==> config.mk <==
export PLATFORM = sky130hd
export DESIGN_NAME = uart_rx_fifo_irq
export DESIGN_NICKNAME = d
export VERILOG_FILES = /design/src/rtl/uart_rx_fifo_pkg.sv /design/src/rtl/rx_fifo_store.sv /design/src/rtl/rx_irq_gen.sv /design/src/rtl/rx_ovr_flag.sv /design/src/rtl/uart_rx_fifo_irq.sv
export SDC_FILE = /design/constraint.sdc
export NUM_CORES = 1
export LEC_CHECK = 0
export BUFFER_PORTS_ARGS = -buffer_cell sky130_fd_sc_hd__clkbuf_2
export CORE_ASPECT_RATIO = 0.5
export CORE_MARGIN = 1
export CORE_UTILIZATION = 40
export DETAILED_ROUTE_END_ITERATION = 16
export PLACE_DENSITY = 0.58
export SYNTH_ARGS = -nofsm -noshare
export SYNTH_HDL_FRONTEND = slang
export SYNTH_SLANG_ARGS = --single-unit
==> constraint.sdc <==
create_clock -name clk_i -period 7.4 [get_ports clk_i]
set_input_delay 1.48 -clock clk_i [delete_from_list [all_inputs] [get_ports clk_i]]
set_output_delay 1.48 -clock clk_i [all_outputs]
set_load 0.05 [all_outputs]
==> src/rtl/uart_rx_fifo_pkg.sv <==
package uart_rx_fifo_pkg;
  typedef enum logic [1:0] {
    TRIG_ONE  = 2'b00,
    TRIG_QTR  = 2'b01,
    TRIG_HALF = 2'b10,
    TRIG_NEAR = 2'b11
  } trig_sel_e;

  localparam logic [3:0] IID_RDA  = 4'b0100;
  localparam logic [3:0] IID_NONE = 4'b0001;
endpackage

==> src/rtl/rx_fifo_store.sv <==
module rx_fifo_store #(
  parameter int DEPTH = 16,
  parameter int WIDTH = 8,
  localparam int PTR_W = $clog2(DEPTH),
  localparam int CNT_W = $clog2(DEPTH + 1)
) (
  input  logic             clk_i,
  input  logic             rst_ni,
  input  logic             flush_i,
  input  logic             push_i,
  input  logic [WIDTH-1:0] wdata_i,
  input  logic             pop_i,
  output logic [WIDTH-1:0] rdata_o,
  output logic [CNT_W-1:0] level_o,
  output logic             drop_o
);
  localparam logic [CNT_W-1:0] FULL_CNT = CNT_W'(DEPTH);
  localparam logic [PTR_W-1:0] LAST_PTR = PTR_W'(DEPTH - 1);

  logic [WIDTH-1:0] mem_q [DEPTH];
  logic [PTR_W-1:0] wr_ptr_q, rd_ptr_q;
  logic [CNT_W-1:0] cnt_q;
  logic             pop_ok, push_ok;

  assign pop_ok  = pop_i && (cnt_q != '0) && !flush_i;
  // full buffer still takes a write when a read frees a slot this cycle
  assign push_ok = push_i && !flush_i && ((cnt_q != FULL_CNT) || pop_ok);
  assign drop_o  = push_i && !flush_i && !push_ok;

  always_ff @(posedge clk_i or negedge rst_ni) begin
    if (!rst_ni) begin
      for (int i = 0; i < DEPTH; i++) mem_q[i] <= '0;
    end else if (flush_i) begin
      for (int i = 0; i < DEPTH; i++) mem_q[i] <= '0;
    end else if (push_ok) begin
      mem_q[wr_ptr_q] <= wdata_i;
    end
  end

  always_ff @(posedge clk_i or negedge rst_ni) begin
    if (!rst_ni) begin
      wr_ptr_q <= '0;
      rd_ptr_q <= '0;
      cnt_q    <= '0;
      rdata_o  <= '0;
    end else if (flush_i) begin
      wr_ptr_q <= '0;
      rd_ptr_q <= '0;
      cnt_q    <= '0;
    end else begin
      if (push_ok) wr_ptr_q <= (wr_ptr_q == LAST_PTR) ? '0 : wr_ptr_q + 1'b1;
      if (pop_ok) begin
        rd_ptr_q <= (rd_ptr_q == LAST_PTR) ? '0 : rd_ptr_q + 1'b1;
        rdata_o  <= mem_q[rd_ptr_q];
      end
      case ({push_ok, pop_ok})
        2'b10:   cnt_q <= cnt_q + 1'b1;
        2'b01:   cnt_q <= cnt_q - 1'b1;
        default: cnt_q <= cnt_q;
      endcase
    end
  end

  assign level_o = cnt_q;
endmodule

==> src/rtl/rx_irq_gen.sv <==
module rx_irq_gen
  import uart_rx_fifo_pkg::*;
#(
  parameter int DEPTH = 16,
  localparam int CNT_W = $clog2(DEPTH + 1)
) (
  input  logic [1:0]       trig_sel_i,
  input  logic [CNT_W-1:0] level_i,
  output logic             irq_o,
  output logic [3:0]       iid_o,
  output logic             ready_o
);
  logic [CNT_W-1:0] thresh;

  always_comb begin
    unique case (trig_sel_e'(trig_sel_i))
      TRIG_ONE:  thresh = CNT_W'(1);
      TRIG_QTR:  thresh = CNT_W'(DEPTH / 4);
      TRIG_HALF: thresh = CNT_W'(DEPTH / 2);
      default:   thresh = CNT_W'(DEPTH - 2);
    endcase
  end

  assign irq_o   = (level_i >= thresh);
  assign iid_o   = irq_o ? IID_RDA : IID_NONE;
  assign ready_o = (level_i != '0);
endmodule

==> src/rtl/rx_ovr_flag.sv <==
module rx_ovr_flag (
  input  logic clk_i,
  input  logic rst_ni,
  input  logic drop_i,
  input  logic status_rd_i,
  output logic ovr_o
);
  always_ff @(posedge clk_i or negedge rst_ni) begin
    if (!rst_ni)          ovr_o <= 1'b0;
    else if (drop_i)      ovr_o <= 1'b1;  // new loss beats the clearing read
    else if (status_rd_i) ovr_o <= 1'b0;
  end
endmodule

==> src/rtl/uart_rx_fifo_irq.sv <==
module uart_rx_fifo_irq #(
  parameter int DEPTH = 16,
  parameter int WIDTH = 8,
  localparam int CNT_W = $clog2(DEPTH + 1)
) (
  input  logic             clk_i,
  input  logic             rst_ni,
  input  logic             wr_valid_i,
  input  logic [WIDTH-1:0] wr_data_i,
  input  logic             rd_en_i,
  output logic [WIDTH-1:0] rd_data_o,
  input  logic             flush_i,
  input  logic [1:0]       trig_sel_i,
  input  logic             lsr_rd_i,
  output logic [CNT_W-1:0] level_o,
  output logic             data_ready_o,
  output logic             overrun_o,
  output logic             rx_irq_o,
  output logic [3:0]       iid_o
);
  logic drop;

  rx_fifo_store #(.DEPTH(DEPTH), .WIDTH(WIDTH)) i_store (
    .clk_i   (clk_i),
    .rst_ni  (rst_ni),
    .flush_i (flush_i),
    .push_i  (wr_valid_i),
    .wdata_i (wr_data_i),
    .pop_i   (rd_en_i),
    .rdata_o (rd_data_o),
    .level_o (level_o),
    .drop_o  (drop)
  );

  rx_irq_gen #(.DEPTH(DEPTH)) i_irq (
    .trig_sel_i (trig_sel_i),
    .level_i    (level_o),
    .irq_o      (rx_irq_o),
    .iid_o      (iid_o),
    .ready_o    (data_ready_o)
  );

  rx_ovr_flag i_ovr (
    .clk_i       (clk_i),
    .rst_ni      (rst_ni),
    .drop_i      (drop),
    .status_rd_i (lsr_rd_i),
    .ovr_o       (overrun_o)
  );
endmodule

=== Word level (Yosys, flattened, before mapping) ===
Index checks and enable logic that the tools add are counted.

* Word-level logic and storage cells: 75
* Bits of input ports: 16
* Flip-flop bits (word level): 150

* Reductions and logical operators: 16
* Equality and inequality tests: 7
* Add/sub/neg operators: 4
* Bitwise operators: 3
* Magnitude comparators: 4
* Mux-type cells: 20

{| class="wikitable"
|+ Operators with widths
! operator !! number
|-
| $mux 128 || 2
|-
| $bwmux 128 || 1
|-
| $bmux 8 s4 || 1
|-
| $demux 8 s4 || 1
|-
| $mux 4 || 6
|-
| $mux 8 || 3
|-
| $pmux 4 s3 || 1
|-
| $ge 5x5->1 const B || 2
|-
| $not 4->5 || 2
|-
| $pmux 5 s2 || 1
|-
| $add 4x1->4 const B || 2
|-
| $eq 4x4->1 const B || 2
|-
| $logic_and 1x1->1 || 6
|-
| $reduce_bool 2->1 || 3
|-
| $add 5x1->5 const B || 1
|-
| $ge 5x4->1 || 1
|-
| $lt 5x1->1 const B || 1
|-
| $mux 5 || 1
|-
| $ne 5x5->1 const B || 1
|-
| $reduce_bool 5->1 || 1
|-
| $sub 5x1->5 const B || 1
|-
| $eq 2x1->1 const B || 2
|-
| $eq 2x2->1 const B || 2
|-
| $mux 3 || 1
|-
| 7 further kinds || 9
|}

=== Longest topological paths before layout ===
Gate-level depths: netlist of the first run.

* Depth in word-level cells: 8
* Gate-level depth with buffers: 9

=== Cells and area by module ===
Synthesis of the first run repeated with hierarchy kept, for this count alone.

* Cells, all modules: 646
* Area, all modules: 7661.1 um^2

{| class="wikitable"
|+ By module, submodules not included
! module !! sequential area each (um^2) !! cells each !! area each (um^2) !! instances
|-
| rx_fifo_store || 3728.6 || 621 || 7447.1 || 1
|-
| rx_irq_gen || 0.0 || 22 || 177.7 || 1
|-
| rx_ovr_flag || 25.0 || 3 || 36.3 || 1
|}

=== Worst setup path before layout of the first run ===
No wires, ideal clock.

* Path type: input -> output
* From: in trig_sel_i[1]
* To: out iid_o[0]
* Buffers on the path: 0
* Data arrival time: 3.472 ns
* Required time: 5.920 ns
* Cell stages on the path: 6
* Setup slack: 2.448 ns
* Path through: nor2_1 > ha_1 > nand2b_1 > a21o_1 > a21o_1 > a211oi_1

* Word-level cells in the longest chain between the ends: 4
* Elaborated cells on any way between the ends: 6
* Those cells by class: order compare: 1; eq/ne: 2; mux: 2; reduce/logical: 1

{| class="wikitable"
|+ Ends and longest elaborated chain
! element !! RTL line !! source
|-
| from (decl) || uart_rx_fifo_irq.sv:13 || <nowiki>input logic [1:0] trig_sel_i,</nowiki>
|-
| $eq 2x2->1 (tied with other cells) || rx_irq_gen.sv:16 || <nowiki>unique case (trig_sel_e'(trig_sel_i))</nowiki>
|-
| $pmux 4 s3 * || rx_irq_gen.sv:16 ||
|-
| $ge 5x4->1 * || rx_irq_gen.sv:24 || <nowiki>assign irq_o = (level_i >= thresh);</nowiki>
|-
| $mux 3 * || rx_irq_gen.sv:25 || <nowiki>assign iid_o = irq_o ? IID_RDA : IID_NONE;</nowiki>
|-
| to (decl) || uart_rx_fifo_irq.sv:19 || <nowiki>output logic [3:0] iid_o</nowiki>
|}

Every way passes the cells marked *; elsewhere a longest branch is shown, timed or not.

=== Worst setup path after layout of the first run ===
* From: in trig_sel_i[1]
* To: out iid_o[2]

The elaborated chain is that of the path after synthesis.

==> results of run 1 <==
## per-layer routing
metal  track usage [%]  wire [um]
met1              26.5       8660
met2              28.8       7880
met3              3.31        539
met4              5.28        148
met5                 0          0
## synth_stat cells, drive strengths merged, types with 2 or more instances
cell	number	share of area (%)
clkbuf	21	1.0
nand2b	4	0.32
buf	29	2.3
a211oi	14	3.4
o21ai	4	0.30
nand3	5	0.32
a21oi	6	0.38
nor2b	6	0.48
or2	3	0.24
a31oi	2	0.16
nand2	12	0.67
o211ai	6	0.75
mux4	32	9.2
xor2	3	0.33
o221ai	8	0.89
nand3b	3	0.29
dfrtp	150	48
nor2	141	6.7
mux2	4	0.57
a211o	2	0.22
ha	12	1.9
or4	2	0.24
inv	10	0.48
mux2i	150	19
a221oi	2	0.30
a21o	3	0.30
## critical path, stage by stage
cell and delay [ps]:
sky130_fd_sc_hd__clkbuf_2 90, sky130_fd_sc_hd__nor2_1 100, sky130_fd_sc_hd__ha_1 220, sky130_fd_sc_hd__nand2b_1 140, sky130_fd_sc_hd__a21o_1 180, sky130_fd_sc_hd__a21o_1 190, sky130_fd_sc_hd__a211o_1 300, sky130_fd_sc_hd__clkbuf_2 240
## sequential cells by signal (all words and copies together), names as in the netlist
| signal | flops |
|---|---|
| i_store.mem_q | 128 |
| i_store.rdata_o | 8 |
| i_store.level_o | 5 |
| i_store.rd_ptr_q | 4 |
| i_store.wr_ptr_q | 4 |
| i_ovr.ovr_o | 1 |
## power breakdown
| part | switching [W] | total (W) | internal (W) |
|---|---|---|---|
| combinational | 0.000410 | 0.000581 | 0.000171 |
| sequential | 0.0000368 | 0.000887 | 0.000850 |
| clock | 0.000351 | 0.000882 | 0.000531 |
## placed cells by master, fill, tap and decap left out, drive strengths merged, types with 3 or more instances in the layout
master  count
mux2i     150
dfrtp     150
nor2      141
clkbuf     51
mux4       32
a211oi     14
ha         12
nand2      12
inv        12
buf         9
o221ai      8
a21oi       6
nor2b       6
o211ai      6
nand3       5
nand2b      4
o21ai       4
mux2        4
clkinv      4
or2         3
nand3b      3
xor2        3
bufinv      3
a21o        3
## kinds of logic after synthesis
| kind of cell | after synthesis | synth area share (%) |
|---|---|---|
| AO/OA/AOI/OAI | 51 | 7.42 |
| AND/OR/NAND/NOR | 179 | 9.56 |
| XOR/XNOR | 4 | 0.446 |
| other | 1 | 0.0477 |
| flip-flops | 150 | 47.7 |
| buffers and inverters | 60 | 3.79 |
| multiplexers | 186 | 28.8 |
| adder cells (fa/ha/maj) | 13 | 2.16 |
## area by class of cell
class / instances / area (um2)
tap: 259 / 324
inverter: 10 / 37.5
clock buffer: 20 / 437
clock inverter: 11 / 150
multi-input combinational: 435 / 3820
fill: 1710 / 10100
sequential: 150 / 3750
timing repair buffer: 40 / 226
## metrics by stage
stage | hold slack, ps | setup slack (ps) | power (W) | cells
finish | 517 | 2990 | 0.00235 | 925
global placement | 497 | 2990 | 0.00149 | 894
global route | 535 | 2880 | 0.00244 | 925
CTS | 520 | 2980 | 0.00237 | 925
floorplan | 481 | 2450 | 0.00137 | 645
detailed placement | 505 | 2980 | 0.00149 | 894
## final timing paths
path                       cells past startpoint                            from  slack [ps]                        endpoint
setup / recovery                               8                   trig_sel_i[1]        2990                        iid_o[2]
hold / removal                                 2   i_store.mem_q[43]$_DFFE_PN0P_         520   i_store.mem_q[43]$_DFFE_PN0P_
setup reg to reg                               9  i_store.level_o[0]$_DFFE_PN0P_        4020  i_store.level_o[4]$_DFFE_PN0P_
hold reg to reg                                2   i_store.mem_q[43]$_DFFE_PN0P_         520   i_store.mem_q[43]$_DFFE_PN0P_
max in group asynchronous                      2                          rst_ni        4880   i_store.mem_q[72]$_DFFE_PN0P_
min in group asynchronous                      1                          rst_ni        1090   i_store.mem_q[43]$_DFFE_PN0P_
==> parameters.txt, run 1 <==
Parameter                              Value

Outcome
  Status    completed

STA
  Worst clock skew    9.85 ps
  Minimum clock period after layout    4410 ps
  Worst slew margin relative to its limit    37.9%
  Setup repair after global routing missed its margin    no
  Total negative slack    0 ps
  Number of failing setup endpoints in the final timing report    0
  Timing-limited maximum frequency    227 MHz
  Period utilization    59.6%
  Number of pins exceeding their max-slew limit in the final report    0
  Number of failing hold endpoints at the final stage    0
  Slew at the pin closest to its max-slew limit    931 ps

Pwr
  Total power divided by cell area    268 mW/mm2
  Worst IR drop on VDD    123 uV
  Leakage Power    3.75 nW

Clock network
  Latest clock arrival within the worst-skew pair    420 ps
  Clock transition at path regs    60 ps
  Number of hold buffers added after cts    0
  Post-cts repair resize count    0
  CTS tree    built
  Clock Root Buffer    sky130_fd_sc_hd__clkbuf_16
  Setup Buffers After CTS    0
  Clock buffer count from CTS    17
  Max H-tree Level    4
  Bufs on Longest Clock Path    2
  Sinks on Clock Net    150

Placed design
  Cell Area, Placed    0.00817 mm2
  GP Congestion    0.770
  Dpl hpwl    10700 um
  Count of buffers from port buffering    33

Cells and area
  Layout Nets    683
  Number of antenna diodes    0
  Layout cell share with drive strength beyond 1    19.4%
  Growth of design area from synthesis to finish    11.3%
  Final cell utilization of the core    46.5%
  Area of all placed cells without fillers    0.00875 mm2

Die
  Number of rows in the core area    35
  Die Height    101 um
  Total core area    0.0188 mm2
  Overall die area    0.0203 mm2
  Horizontal die dimension    200 um
  IO Count    36
  Initial core utilization    41.8%

Drt
  Routed Wire Length    17200 um
  Ratio of routed vias to standard cells    5.31
  DR vias    4911
  DRC violations left    0
  Initial DRC count    386
  First-pass DRT Iterations    5
  Antenna-violating nets left    0
  Average wire length per cell after detail routing    18.6 um

Setup path
  Type of element capturing the critical path    output port
  Critical path peak fanout    3
  Worst endpoint data arrival time    2930 ps
  Data required, critical path    5920 ps
  Startpoint Class    primary input
  Setup Crit Path Kind    in -> out

Synthesis
  Synth cell types    47
  Count of yosys warnings during synthesis    0
  Portion of the post-synthesis area used by sequential elements    47.7%
  Count of flip-flops with a built-in enable after synthesis    0
  Fraction of registers with async set/reset    100%
  Mean instance size in the synthesized netlist    12.2 um2
  Flip-flop cell with the highest count after synthesis    sky130_fd_sc_hd__dfrtp_1
  Cell area after technology mapping    0.00786 mm2
  Gate Count Post-Synth    644
  Flop and latch count out of synthesis    150

Run
  Reported max-cap violation count    0

Hold path
  Worst hold-check path type    reg -> reg

GRT
  First-pass GRT wire length    28600 um
  Vias in the first global route    5021
  Number of antenna violations at the first check in global routing    0
  Maximum number of pins on one net before global-route repair    81
  GRT Residual Overflow    0
  Overall routing resource usage    18.4%
(Power assumes the default switching activity.)
==> run 2: changes to the inputs <==
--- a/config.mk
+++ b/config.mk
@@ -5,12 +5,13 @@
 export SDC_FILE = /design/constraint.sdc
 export NUM_CORES = 1
 export LEC_CHECK = 0
+export ABC_AREA = 1
 export BUFFER_PORTS_ARGS = -buffer_cell sky130_fd_sc_hd__clkbuf_2
 export CORE_ASPECT_RATIO = 0.5
 export CORE_MARGIN = 1
 export CORE_UTILIZATION = 40
 export DETAILED_ROUTE_END_ITERATION = 16
-export PLACE_DENSITY = 0.58
+export PLACE_DENSITY = 0.6
 export SYNTH_ARGS = -nofsm -noshare
 export SYNTH_HDL_FRONTEND = slang
 export SYNTH_SLANG_ARGS = --single-unit
==> constraint.sdc (replaced) <==
create_clock -name clk_i -period 3.75 [get_ports clk_i]
set_input_delay 0.75 -clock clk_i [delete_from_list [all_inputs] [get_ports clk_i]]
set_output_delay 0.75 -clock clk_i [all_outputs]
set_load 0.05 [all_outputs]
==> run 2 against run 1 <==
Flip-flop and latch count unchanged. Non-clock buffer count is 12 higher. Global-route usage increased by 5.0 points. Clock skew is 1.9 ps higher. Sequential share of layout area is 0.63 points lower. Via count up 46%. Final cell count grew 47%. Hold slack worse by 120 ps. Sequential power up 91%. Critical endpoint is now rx_irq_o. Largest cell class is now flip-flops and latches.
==> parameters.txt, run 2 <==
Parameter                              Value

Clock network
  Clock Root Buffer    sky130_fd_sc_hd__clkbuf_16
  Max H-tree Level    4
  CTS tree    built
  Bufs on Longest Clock Path    2
  Latest clock arrival within the worst-skew pair    430 ps
  Post-cts repair resize count    0
  Clock buffer count from CTS    17
  Number of hold buffers added after cts    0
  Sinks on Clock Net    150
  Clock transition at path regs    70 ps
  Setup Buffers After CTS    0

Setup path
  Data required, critical path    3000 ps
  Last element of the critical path    rx_irq_o
  Slowest CP cell    sky130_fd_sc_hd__dfrtp_1
  Startpoint Class    flip-flop
  Worst r2r path cells    8
  Slack of the worst reg-to-reg path    1360 ps
  Worst Setup SP    i_store.level_o[0]$_DFFE_PN0P_
  Type of element capturing the critical path    output port
  Critical path's largest stage delay    450 ps
  Bufs and invs on worst path    3
  Launching point of the worst reg2reg path    i_store.level_o[1]$_DFFE_PN0P_
  Worst endpoint data arrival time    2150 ps
  Critical path cell sequence    inv_1 > ha_1 > o21ai_0 > nand2_1 > nand2_1 > a21boi_0 > nor3_2 > inv_1 > clkbuf_2
  Critical path peak fanout    5
  Cell family with the largest share of critical-path delay    flip-flops
  Setup Crit Path Kind    reg -> out
  End of the worst register-to-register path    i_store.mem_q[39]$_DFFE_PN0P_
  Depth of the critical timing path with buffers and inverters included    9

GRT
  GRT Residual Overflow    0
  First-pass GRT wire length    36800 um
  Maximum number of pins on one net before global-route repair    92
  Number of antenna violations at the first check in global routing    0
  Vias in the first global route    6578
  Overall routing resource usage    23.4%

STA
  Setup repair after global routing missed its margin    no
  Period utilization    77.4%
  Total negative slack    0 ps
  Slew at the pin closest to its max-slew limit    1110 ps
  Worst slew margin relative to its limit    26.1%
  Number of failing setup endpoints in the final timing report    0
  Worst hold slack after final layout    394 ps
  Minimum clock period after layout    2900 ps
  Number of pins exceeding their max-slew limit in the final report    0
  Worst clock skew    11.8 ps
  Number of failing hold endpoints at the final stage    0
  Timing-limited maximum frequency    345 MHz

Drt
  Initial DRC count    745
  DR vias    7170
  First-pass DRT Iterations    5
  Routed Wire Length    23200 um
  Antenna-violating nets left    0
  DRC violations left    0
  Ratio of routed vias to standard cells    5.29
  Average wire length per cell after detail routing    17.1 um

Cells and area
  Most frequent cells in the layout    sky130_fd_sc_hd__nand2_1, sky130_fd_sc_hd__nand3_1, sky130_fd_sc_hd__dfrtp_1
  Largest register FFs    128
  Register with the most flip-flops    i_store.mem_q
  Most frequent standard cell in the layout excluding fill and tap cells    sky130_fd_sc_hd__nand2_1
  Number of antenna diodes    0
  Layout cell share with drive strength beyond 1    10.5%
  Fillcell total    1913
  Layout Nets    1113
  Area of all placed cells without fillers    0.00888 mm2
  Growth of design area from synthesis to finish    12.3%
  Final cell utilization of the core    47.1%

Pwr
  Share of power burned in combinational logic    14.2%
  Worst IR drop on VDD    201 uV
  Total power divided by cell area    442 mW/mm2
  Sequential group share of total power    43.0%
  Net switching fraction of the power    30.9%
  Net switching power of the design    0.00121 W
  Leakage Power    4.87 nW
  Power share of the clock group    42.8%
  Internal power contribution    0.00271 W

Synthesis
  Cell area after technology mapping    0.00791 mm2
  Most area-consuming cells after synthesis    sky130_fd_sc_hd__dfrtp_1, sky130_fd_sc_hd__nand2_1, sky130_fd_sc_hd__nand3_1, sky130_fd_sc_hd__nor2_1, sky130_fd_sc_hd__o21ai_0
  Fraction of registers with async set/reset    100%
  Mean instance size in the synthesized netlist    7.41 um2
  List of most frequent post-synthesis cells    sky130_fd_sc_hd__nand2_1, sky130_fd_sc_hd__nand3_1, sky130_fd_sc_hd__dfrtp_1
  Top cell type by total area after synthesis    sky130_fd_sc_hd__dfrtp_1
  Portion of the post-synthesis area used by sequential elements    47.4%
  Share of the synthesized area in the top cell type    47.4%
  XOR/XNOR share of the synthesized area    0.553%
  Count of flip-flops with a built-in enable after synthesis    0
  Count of yosys warnings during synthesis    0
  Most instantiated library cell after synthesis    sky130_fd_sc_hd__nand2_1
  Post-synthesis share of cell area spent on full adders, half adders and majority gates    2.15%
  Flop and latch count out of synthesis    150
  Post-synthesis simple-gate area fraction    39.6%
  Dominant combinational cell family by area after synthesis    simple AND/OR/NAND/NOR gates
  Gate Count Post-Synth    1068
  Synth cell types    29
  Area fraction in compound gates after synthesis    4.16%
  Post-synthesis mux area share    0%
  Flip-flop cell with the highest count after synthesis    sky130_fd_sc_hd__dfrtp_1

Die
  Die Height    101 um
  Number of rows in the core area    35
  Overall die area    0.0204 mm2
  Horizontal die dimension    201 um
  Initial core utilization    41.9%
  IO Count    36
  Total core area    0.0189 mm2

Placed design
  Cell Area, Placed    0.00832 mm2
  Count of buffers from port buffering    33
  Dpl hpwl    14500 um
  GP Congestion    0.891

Outcome
  Status    completed

Hold path
  Worst hold-check path type    in -> async

Run
  Reported max-cap violation count    0
## run 2: worst min-delay path by stage
| stage | end | cells past startpoint | start | slack [ps] |
|---|---|---|---|---|
| finish | i_store.mem_q[33]$_DFFE_PN0P_ | 1 | rst_ni | 390 |
| global route | i_store.mem_q[33]$_DFFE_PN0P_ | 1 | rst_ni | 470 |
| detailed placement | i_store.rdata_o[4]$_DFFE_PN0P_ | 2 | i_store.rdata_o[4]$_DFFE_PN0P_ | 470 |
| floorplan | i_ovr.ovr_o$_DFFE_PN0P_ | 0 | rst_ni | 450 |
| global placement | i_store.rdata_o[4]$_DFFE_PN0P_ | 2 | i_store.rdata_o[4]$_DFFE_PN0P_ | 460 |
| CTS | i_store.mem_q[33]$_DFFE_PN0P_ | 1 | rst_ni | 450 |
## run 2: logic make-up (layout without fill, tap and decap cells)
kind of cell | count (synthesis) | count (layout)
and+or+nand+nor | 721 | 721
DFF | 150 | 150
buffers and inverters | 114 | 142
AOI/OAI and AO/OA | 64 | 64
adders and majority gates | 13 | 13
xor gates and xnor gates | 5 | 5
other | 1 | 2
## run 2: routing by layer
metal | GRT usage, % | wire length [um] | up-vias
met5 | 0 | 0 | -
met4 | 5.99 | 279 | 0
met3 | 3.67 | 1290 | 29
met2 | 34.6 | 10100 | 215
met1 | 35.6 | 11500 | 3478
li1 | - | - | 3448
## run 2: power groups by stage
| stage | clock, W | sequential (W) | combinational, W |
|---|---|---|---|
| 2_1_floorplan | 0 | 0.00180 | 0.000278 |
| 5_1_grt | 0.00176 | 0.00169 | 0.000605 |
| 3_3_place_gp | 0 | 0.00172 | 0.000553 |
| 6_report | 0.00168 | 0.00169 | 0.000556 |
| 3_5_place_dp | 0 | 0.00172 | 0.000556 |
| 4_1_cts | 0.00170 | 0.00169 | 0.000557 |
## run 2: layout make-up
cell class / instances / area (um2) / area share, %
Sequential cell: 150 / 3750 / 42.3
Inverter: 58 / 220 / 2.48
Timing Repair Buffer: 52 / 327 / 3.68
Tap cell: 259 / 324 / 3.65
Multi-Input combinational cell: 805 / 3690 / 41.6
Clock buffer: 17 / 425 / 4.79
Clock inverter: 15 / 141 / 1.59
## run 2: through the flow
step | setup slack [ps] | power (W) | cells
final | 849 | 0.00392 | 1356
after global routing | 707 | 0.00406 | 1356
after CTS | 846 | 0.00394 | 1356
after detailed placement | 752 | 0.00227 | 1324
after global placement | 757 | 0.00227 | 1324
after floorplan | 103 | 0.00208 | 1069
==> run 3: changes to the inputs <==
==> constraint.sdc (replaced) <==
create_clock -name clk_i -period 2.55 [get_ports clk_i]
set_input_delay 0.51 -clock clk_i [delete_from_list [all_inputs] [get_ports clk_i]]
set_output_delay 0.51 -clock clk_i [all_outputs]
set_load 0.05 [all_outputs]
==> run 3 against run 2 <==
Flip-flop and latch count unchanged. Combinational power grew 53%. Utilization rose by 1.1 points. Sequential power grew 47%. Final cell count grew 0.22%. Clock power increased by 65%. Sequential share of layout area decreased by 0.91 points. Power is 56% higher. Largest power group is now clock.
==> parameters.txt, run 3 (same netlist as run 2, synthesis figures left out) <==
Parameter                              Value

Drt
  Routed Wire Length    23100 um
  DR vias    7175
  First-pass DRT Iterations    5
  DRC violations left    0
  Average wire length per cell after detail routing    17.0 um
  Ratio of routed vias to standard cells    5.28
  Initial DRC count    659
  Antenna-violating nets left    0

STA
  Number of failing hold endpoints at the final stage    0
  Minimum clock period after layout    2440 ps
  Slew at the pin closest to its max-slew limit    764 ps
  Timing-limited maximum frequency    411 MHz
  Worst slew margin relative to its limit    49.1%
  Period utilization    95.5%
  Setup repair after global routing missed its margin    yes
  Number of pins exceeding their max-slew limit in the final report    0
  Worst hold slack after final layout    61.8 ps
  Number of failing setup endpoints in the final timing report    0
  Worst clock skew    13.2 ps
  Minimum setup slack in the final design    115 ps

Clock network
  Max H-tree Level    4
  Clock Root Buffer    sky130_fd_sc_hd__clkbuf_16
  Clock transition at path regs    60 ps
  CTS tree    built
  Bufs on Longest Clock Path    2
  Number of hold buffers added after cts    0
  Sinks on Clock Net    150
  Clock buffer count from CTS    17
  Latest clock arrival within the worst-skew pair    440 ps

Die
  Horizontal die dimension    201 um
  IO Count    36
  Total core area    0.0189 mm2
  Die Height    101 um
  Overall die area    0.0204 mm2
  Number of rows in the core area    35
  Initial core utilization    41.9%

Setup path
  Critical path peak fanout    4
  Worst endpoint data arrival time    1930 ps
  Setup Crit Path Kind    reg -> out
  Critical path's largest stage delay    440 ps
  Bufs and invs on worst path    2
  Critical path cell sequence    inv_4 > ha_4 > o21ai_1 > nand2_1 > nand2_1 > a21boi_2 > nor3_4 > clkbuf_2
  Slowest CP cell    sky130_fd_sc_hd__dfrtp_2
  Startpoint Class    flip-flop
  End of the worst register-to-register path    i_store.level_o[4]$_DFFE_PN0P_
  Data required, critical path    2040 ps
  Launching point of the worst reg2reg path    i_store.level_o[0]$_DFFE_PN0P_
  Cell family with the largest share of critical-path delay    flip-flops
  Most common cell type on the critical path    sky130_fd_sc_hd__nand2_1
  Worst Setup SP    i_store.level_o[0]$_DFFE_PN0P_
  Type of element capturing the critical path    output port
  Slack of the worst reg-to-reg path    260 ps
  Worst r2r path cells    13

Cells and area
  Area of all placed cells without fillers    0.00909 mm2
  Number of antenna diodes    0
  Register with the most flip-flops    i_store.mem_q
  Layout Nets    1119
  Final cell utilization of the core    48.2%
  Most frequent standard cell in the layout excluding fill and tap cells    sky130_fd_sc_hd__nand2_1
  Layout cell share with drive strength beyond 1    11.5%
  Most frequent cells in the layout    sky130_fd_sc_hd__nand2_1, sky130_fd_sc_hd__nand3_1, sky130_fd_sc_hd__dfrtp_1
  Largest register FFs    128
  Growth of design area from synthesis to finish    14.9%

GRT
  Number of antenna violations at the first check in global routing    0
  Vias in the first global route    6831
  Maximum number of pins on one net before global-route repair    135
  GRT Residual Overflow    0
  Overall routing resource usage    23.9%
  First-pass GRT wire length    37400 um

Pwr
  Leakage Power    4.93 nW
  Worst IR drop on VDD    388 uV
  PnR Total Power    0.00610 W
  Total power divided by cell area    671 mW/mm2

Placed design
  Setup slack at placement    155 ps
  Cell Area, Placed    0.00844 mm2
  Dpl hpwl    14600 um
  Count of buffers from port buffering    33
  GP Congestion    0.860

Run
  Reported max-cap violation count    0

Outcome
  Status    completed

Hold path
  Worst hold-check path type    in -> async
==> run 3: changes by cell type in the layout (fill, tap and decap cells not counted), moves of 4 or more <==
cell / before / now
sky130_fd_sc_hd__buf_12: 1 / 5
sky130_fd_sc_hd__buf_4: 18 / 22
sky130_fd_sc_hd__bufinv_16: 1 / 5
sky130_fd_sc_hd__dfrtp_1: 149 / 145
sky130_fd_sc_hd__dfrtp_2: 1 / 5
sky130_fd_sc_hd__inv_6: 6 / 1
==> run 3: metrics by stage <==
stage | TNS (ps) | std cells
floorplan | -443 | 1069
global placement | 0 | 1328
finish | 0 | 1359
global route | -9.73 | 1359
CTS | -29.1 | 1357
detailed placement | 0 | 1328
==> run 3: worst max-delay path by stage <==
| stage | end | slack [ps] | cells past startpoint |
|---|---|---|---|
| floorplan | iid_o[2] | -350 | 9 |
| global placement | iid_o[2] | 180 | 10 |
| detailed placement | iid_o[2] | 160 | 10 |
| CTS | iid_o[2] | -10 | 9 |
| global route | iid_o[2] | -6 | 9 |
| finish | iid_o[0] | 110 | 8 |
==> run 3: timing repair <==
action,4_1_cts,5_1_grt
pin swaps,0,1
endpoints found under the hold margin,0,0
resized for setup,2,3
setup buffers,0,2
setup endpoints to repair,2,3
==> run 3: power by group <==
group	leakage (nW)	switching (W)	internal [W]
Sequential	2.08	0.0000371	0.00244
Combinational	2.55	0.000643	0.000206
Clock	0.301	0.00105	0.00172
Total	4.93	0.00173	0.00437
==> run 3: final cells by class <==
type                            count  area (um2)
Fill cell                        1880        9780
Multi-Input combinational cell    805        3720
Inverter                           58         226
Timing Repair Buffer               58         427
Clock buffer                       17         425
Sequential cell                   150        3760
Clock inverter                     12         205
Tap cell                          259         324
==> run 3: per-layer routing <==
metal / global-route usage (%) / vias to the layer above / part of all wire (%)
li1: - / 3456 / -
met2: 36.4 / 233 / 43
met3: 4.76 / 18 / 7.5
met5: 0 / - / 0
met4: 5.70 / 0 / 0.91
met1: 35.0 / 3468 / 49
==> run 3: worst register-to-register path, stage by stage, from the launching register on <==
cell and delay [ps]:
sky130_fd_sc_hd__dfrtp_2 440, sky130_fd_sc_hd__buf_4 150, sky130_fd_sc_hd__nor2_1 230, sky130_fd_sc_hd__nand3_4 130, sky130_fd_sc_hd__nand4_1 190, sky130_fd_sc_hd__inv_1 110
sky130_fd_sc_hd__ha_1 330, sky130_fd_sc_hd__a21oi_1 210, sky130_fd_sc_hd__nand2_1 70, sky130_fd_sc_hd__nand2_1 60, sky130_fd_sc_hd__nand2_1 60, sky130_fd_sc_hd__xnor2_1 150
sky130_fd_sc_hd__nand2_1 60, sky130_fd_sc_hd__nand2_1 70
